## src/rtl/strap_clk_divider_pkg.sv

```systemverilog
package strap_clk_divider_pkg;

    typedef enum logic [1:0] {
        STRAP_LOW  = 2'b00,
        STRAP_MID  = 2'b01,
        STRAP_HIGH = 2'b10,
        STRAP_BAD  = 2'b11
    } strap_mode_e;

    typedef struct packed {
        logic        lock;
        strap_mode_e mode;
        logic        freq;
    } strap_state_t;

    // fixed test-mode ratios applied to the incoming test clock
    localparam int TST_CPU = 2;
    localparam int TST_66  = 4;
    localparam int TST_USB = 2;
    localparam int TST_REF = 1;

endpackage

```

## src/rtl/strap_latch.sv

```systemverilog
module strap_latch
    import strap_clk_divider_pkg::*;
(
    input  logic        clk,
    input  logic        rst_n,
    input  logic        pg_n,
    input  logic [1:0]  mode_in,
    input  logic        freq_in,
    output logic        locked,
    output strap_mode_e mode,
    output logic        freq
);

    strap_state_t st_d, st_q;

    always_comb begin
        st_d = st_q;
        if (!st_q.lock && !pg_n) begin
            st_d.lock = 1'b1;
            st_d.mode = strap_mode_e'(mode_in);
            st_d.freq = freq_in;
        end
    end

    always_ff @(posedge clk or negedge rst_n) begin
        if (!rst_n) st_q <= '{lock: 1'b0, mode: STRAP_LOW, freq: 1'b0};
        else        st_q <= st_d;
    end

    assign locked = st_q.lock;
    assign mode   = st_q.mode;
    assign freq   = st_q.freq;

endmodule

```

## src/rtl/tick_div.sv

```systemverilog
module tick_div #(
    parameter int W = 8
) (
    input  logic         clk,
    input  logic         rst_n,
    input  logic         run,
    input  logic         adv,
    input  logic [W-1:0] lim,
    output logic         tick
);

    logic [W-1:0] cnt_d, cnt_q;

    always_comb begin
        cnt_d = cnt_q;
        if (!run)            cnt_d = '0;
        else if (adv)        cnt_d = (cnt_q >= lim - W'(1)) ? '0 : cnt_q + W'(1);
    end

    always_ff @(posedge clk or negedge rst_n) begin
        if (!rst_n) cnt_q <= '0;
        else        cnt_q <= cnt_d;
    end

    assign tick = run && adv && (cnt_q == '0);

endmodule

```

## src/rtl/div_chain.sv

```systemverilog
module div_chain #(
    parameter int W = 8
) (
    input  logic         clk,
    input  logic         rst_n,
    input  logic         run,
    input  logic         adv,
    input  logic [W-1:0] half,
    output logic         t66,
    output logic         tpci
);

    localparam int CW = W + 1;

    logic [CW-1:0] c_d, c_q;
    logic [CW-1:0] half_x, last;

    always_comb begin
        half_x = CW'(half);
        last   = (half_x << 1) - CW'(1);
        c_d    = c_q;
        if (!run)     c_d = '0;
        else if (adv) c_d = (c_q >= last) ? '0 : c_q + CW'(1);
    end

    always_ff @(posedge clk or negedge rst_n) begin
        if (!rst_n) c_q <= '0;
        else        c_q <= c_d;
    end

    assign t66  = run && adv && ((c_q == '0) || (c_q == half_x));
    assign tpci = run && adv && (c_q == '0);

endmodule

```

## src/rtl/strap_clk_divider.sv

```systemverilog
module strap_clk_divider
    import strap_clk_divider_pkg::*;
#(
    parameter int CNT_W      = 8,
    parameter int DIV_CPU_LO = 4,
    parameter int DIV_CPU_HI = 3,
    parameter int DIV_66     = 6,
    parameter int DIV_USB    = 8,
    parameter int DIV_REF    = 28
) (
    input  logic       clk,
    input  logic       rst_n,
    input  logic       pg_n,
    input  logic [1:0] mode_strap,
    input  logic       freq_strap,
    input  logic       ext66_in,
    output logic       cpu_tick,
    output logic       m66_tick,
    output logic       pci_tick,
    output logic       usb_tick,
    output logic       ref_tick,
    output logic       ext66_mode,
    output logic       reserved,
    output logic       locked,
    output logic [1:0] mode_rb,
    output logic       freq_rb
);

    localparam int NDIV = 3;   // cpu, usb, ref

    strap_mode_e      mode_l;
    logic             freq_l;
    logic             run, is_mid, is_high, chain_adv;
    logic [CNT_W-1:0] lim [NDIV];
    logic [CNT_W-1:0] half;
    logic [NDIV-1:0]  ticks;

    strap_latch u_latch (
        .clk     (clk),
        .rst_n   (rst_n),
        .pg_n    (pg_n),
        .mode_in (mode_strap),
        .freq_in (freq_strap),
        .locked  (locked),
        .mode    (mode_l),
        .freq    (freq_l)
    );

    always_comb begin
        is_mid    = (mode_l == STRAP_MID);
        is_high   = (mode_l == STRAP_HIGH);
        reserved  = locked && ((mode_l == STRAP_BAD) || (is_mid && freq_l));
        run       = locked && !reserved;
        chain_adv = is_high ? ext66_in : 1'b1;
        if (is_mid) begin
            lim[0] = CNT_W'(TST_CPU);
            lim[1] = CNT_W'(TST_USB);
            lim[2] = CNT_W'(TST_REF);
            half   = CNT_W'(TST_66);
        end else begin
            lim[0] = freq_l ? CNT_W'(DIV_CPU_HI) : CNT_W'(DIV_CPU_LO);
            lim[1] = CNT_W'(DIV_USB);
            lim[2] = CNT_W'(DIV_REF);
            half   = is_high ? CNT_W'(1) : CNT_W'(DIV_66);
        end
    end

    for (genvar g = 0; g < NDIV; g++) begin : g_div
        tick_div #(.W(CNT_W)) u_div (
            .clk   (clk),
            .rst_n (rst_n),
            .run   (run),
            .adv   (1'b1),
            .lim   (lim[g]),
            .tick  (ticks[g])
        );
    end

    div_chain #(.W(CNT_W)) u_chain (
        .clk   (clk),
        .rst_n (rst_n),
        .run   (run),
        .adv   (chain_adv),
        .half  (half),
        .t66   (m66_tick),
        .tpci  (pci_tick)
    );

    assign cpu_tick   = ticks[0];
    assign usb_tick   = ticks[1];
    assign ref_tick   = ticks[2];
    assign ext66_mode = locked && is_high;
    assign mode_rb    = mode_l;
    assign freq_rb    = freq_l;

endmodule

```

## config.mk

```make
export PLATFORM = sky130hd
export DESIGN_NAME = strap_clk_divider
export DESIGN_NICKNAME = d
export VERILOG_FILES = /design/src/rtl/strap_clk_divider_pkg.sv /design/src/rtl/strap_latch.sv /design/src/rtl/tick_div.sv /design/src/rtl/div_chain.sv /design/src/rtl/strap_clk_divider.sv
export SDC_FILE = /design/constraint.sdc
export NUM_CORES = 1
export LEC_CHECK = 0
export BUFFER_PORTS_ARGS = -buffer_cell sky130_fd_sc_hd__buf_2
export CAP_MARGIN = 20
export CORE_MARGIN = 2
export CORE_UTILIZATION = 30
export DETAILED_ROUTE_END_ITERATION = 7
export PLACE_DENSITY = 0.49
export SKIP_CTS_REPAIR_TIMING = 1
export SYNTH_ARGS = -nofsm -noshare
export SYNTH_HDL_FRONTEND = slang
export SYNTH_SLANG_ARGS = --single-unit
export TNS_END_PERCENT = 5
```

## constraint.sdc

```tcl
create_clock -name clk -period 2.48 [get_ports clk]
set_input_delay 0.744 -clock clk [delete_from_list [all_inputs] [get_ports clk]]
set_output_delay 0.744 -clock clk [all_outputs]
set_load 0.02 [all_outputs]
```

==> run summary <==
Outcome = finished, violations left
Failing checks = negative setup slack
Power Dens Cells = 681 nW/um^2
Yosys Warn Count = 0
Latest clock arrival within the worst-skew pair = 0.29 ns
CP arrival = 1.85 ns
Final min period = 2.59 ns
RSZ-0062 raised after global routing = yes
Critical Path End Type = primary output
Via Count = 1,325
Core Footprint = 6310 um^2
CTS buffer count = 5
Drt first pass iters = 4
Pre-CTS setup slack = 0.0921 ns
Placed Cells = 285
Reg2reg end = u_chain.c_q[4]
Fill cell count = 648
Die X-Extent = 84.5 um
Setup slack, reg-to-reg = 0.15 ns
Initial core utilization = 30.8%
PortBufs = 17
CTS sink cnt = 37
R2R depth = 9
Total power = 1.61 mW
Crit. Startpoint = u_latch.mode[1]
Clock Skews = 0.00783 ns
Routed wire length = 3810 um
I/O pin total = 18
Peak VDD IR = 0.291 mV
Critical path's largest stage delay = 0.43 ns
Most frequent cells in the layout = 36 x dfrtp_1, 20 x ha_1, 16 x inv_1
Critical path required time = 1.74 ns
Maximum clock frequency = 386 MHz
Initial antenna violation count = 0
Yosys cell types = 38
Commonest non-fill, non-tap cell in the layout = dfrtp_1
Worst Slack Setup Final = -0.110 ns
Max Root-Sink Buffers = 2
Vias in the first global route = 1,416
Clock root buffer = clkbuf_8
Count of final setup violators = 3
Global-route wire length before repair = 6730 um
Synth Register Bits = 37
Switching share of power = 33.5%
WHS = 0.456 ns
GP Congestion = 0.761
Hpwl dp = 2760 um
Clock Power Share = 25.8%
Reg clk slew, reported paths = 0.07 ns
Slowest cell on crit path = dfrtp_1
# rows = 29
Drt drc = 0
Chip Height = 84.5 um
Measured slew at the worst slew-check pin = 0.563 ns
Largest area contributor in the netlist = dfrtp_1
CTS tree = yes
Max H-tree Level = 2
Most used DFF post-synth = dfrtp_1
Reg power frac = 43.9%
Total global routing track utilization = 11.8%
Die area = 7150 um^2
Sequential area share after synthesis = 47.6%
Worst min path class = reg2reg
Wire length per cell = 12.9 um
R2R Path Start = u_latch.mode[1]
Remaining global-route overflow = 0
Post-Layout Cell Count = 295
Worst setup path class = reg2out
Top cells by area, synth = dfrtp_1 48%, ha_1 15%, inv_1 3.5%
Via density = 4.49
Yosys top cell area share = 47.6%
Antenna Nets Post-Route = 0
Crit path capture = m66_tick
Internal = 1.07 mW
Max FO, Critical Path = 4
Final #Nets = 247
Number of synthesized flops with an enable pin = 0
Psw = 0.539 mW
Final hold vios = 0
Layout cells sized above 1 = 22.9%
Max-cap violations = 0
Lkg Pwr = 1.15 nW
Post-synth design cell area = 1950 um^2
Avg Cell Area, Syn = 10.8 um^2
Startpoint class of the critical path = flip-flop
Async set-or-reset flop fraction in the synthesized netlist = 100%
Combinational Power Share = 30.3%
Slew Limit Fails = 0
Relative slew slack = 62.1%
Antenna diodes = 0
Crit path cell chain = buf_6 > ha_4 > xnor2_2 > a31oi_1 > o21ai_1 > nor4b_2 > buf_4
Syn Inst Count = 180
Fin crit share = 104%
Layout overhead on the synthesized area = 21.5%
Largest net degree at the start of global routing = 38
DR iter-0 viols = 98
## critical path: cells and delay by family, from the launching register on
family	cells	cell delay [ns]
DFF	1	0.43
xor gates and xnor gates	1	0.11
and+or+nand+nor	1	0.22
buffers and inverters	2	0.33
adders and majority gates	1	0.27
AOI/OAI and AO/OA	2	0.21
## sequential cells by signal, indices dropped and copies added, names as in the netlist
register	cells
u_latch.mode	2
g_div.u_div.cnt_q	24
u_chain.c_q	9
u_latch.freq	1
u_latch.locked	1
## stage by stage
step | cell area (um^2) | TNS (ns) | util (%)
finish | 2360 | -0.158 | 37.5
global route | 2360 | -0.714 | 37.5
CTS | 2280 | -0.800 | 36.2
detailed placement | 2200 | 0 | 34.8
global placement | 2200 | 0 | 34.8
floorplan | 2000 | -0.169 | -
## final cells by class
type                            count  area [um^2]  area share, %
Inverter                           18         67.6           2.86
Timing Repair Buffer               24          149           6.30
Sequential cell                    37          927           39.2
Clock buffer                        5         68.8           2.91
Clock inverter                      3         17.5          0.741
Tap cell                           77         96.3           4.07
Multi-Input combinational cell    131         1040           43.9
## worst min-delay path by stage
stage | depth (start not counted) | end | slack [ns] | start
after floorplan | 1 | g_div[0].u_div.cnt_q[0] | 0.43 | g_div[0].u_div.cnt_q[0]
after global placement | 1 | g_div[0].u_div.cnt_q[0] | 0.45 | g_div[0].u_div.cnt_q[0]
after CTS | 1 | g_div[0].u_div.cnt_q[0] | 0.46 | g_div[0].u_div.cnt_q[0]
after global routing | 1 | g_div[0].u_div.cnt_q[0] | 0.50 | g_div[0].u_div.cnt_q[0]
after detailed placement | 1 | g_div[0].u_div.cnt_q[0] | 0.45 | g_div[0].u_div.cnt_q[0]
final | 1 | g_div[0].u_div.cnt_q[0] | 0.46 | g_div[0].u_div.cnt_q[0]
## cell usage after synthesis (all sizes together), types with 2 or more instances
master / instances
a2111oi: 2
a211o: 3
a211oi: 6
a21o: 4
a21oi: 4
and2: 5
clkbuf: 3
conb: 2
dfrtp: 37
ha: 23
inv: 18
nand2: 8
nand2b: 7
nand3: 6
nand4: 4
nor2: 12
nor3: 3
nor4: 4
nor4b: 2
o21ai: 5
or2: 2
xnor2: 5
xor2: 3
## power by group through the flow
stage	sequential (mW)	clock (mW)	combinational [mW]
floorplan	0.712	0	0.294
global placement	0.713	0	0.440
detailed placement	0.714	0	0.443
CTS	0.702	0.440	0.443
global route	0.716	0.463	0.549
finish	0.707	0.415	0.489
## routing by layer
| metal | part of all wire (%) | GRT usage, % | wire length [um] | vias up |
|---|---|---|---|---|
| li1 | - | - | - | 684 |
| met1 | 50 | 16.6 | 1910 | 622 |
| met2 | 46 | 17.7 | 1770 | 17 |
| met3 | 2.9 | 3.15 | 110 | 2 |
| met4 | 0.60 | 3.90 | 23 | 0 |
| met5 | 0 | 0 | 0 | - |
## kinds of logic (layout without fill, tap and decap cells)
kind of cell | after synthesis | count (layout) | synth area share (%)
other | 2 | 12 | 0.386
XOR/XNOR | 8 | 8 | 3.60
flip-flops | 37 | 37 | 47.6
adder cells (fa/ha/maj) | 23 | 23 | 14.8
AO/OA/AOI/OAI | 29 | 29 | 11.3
multiplexers | 1 | 1 | 0.579
buffers and inverters | 22 | 50 | 4.69
AND/OR/NAND/NOR | 58 | 58 | 17.0
Note: power is estimated with default switching activity, not from simulation.
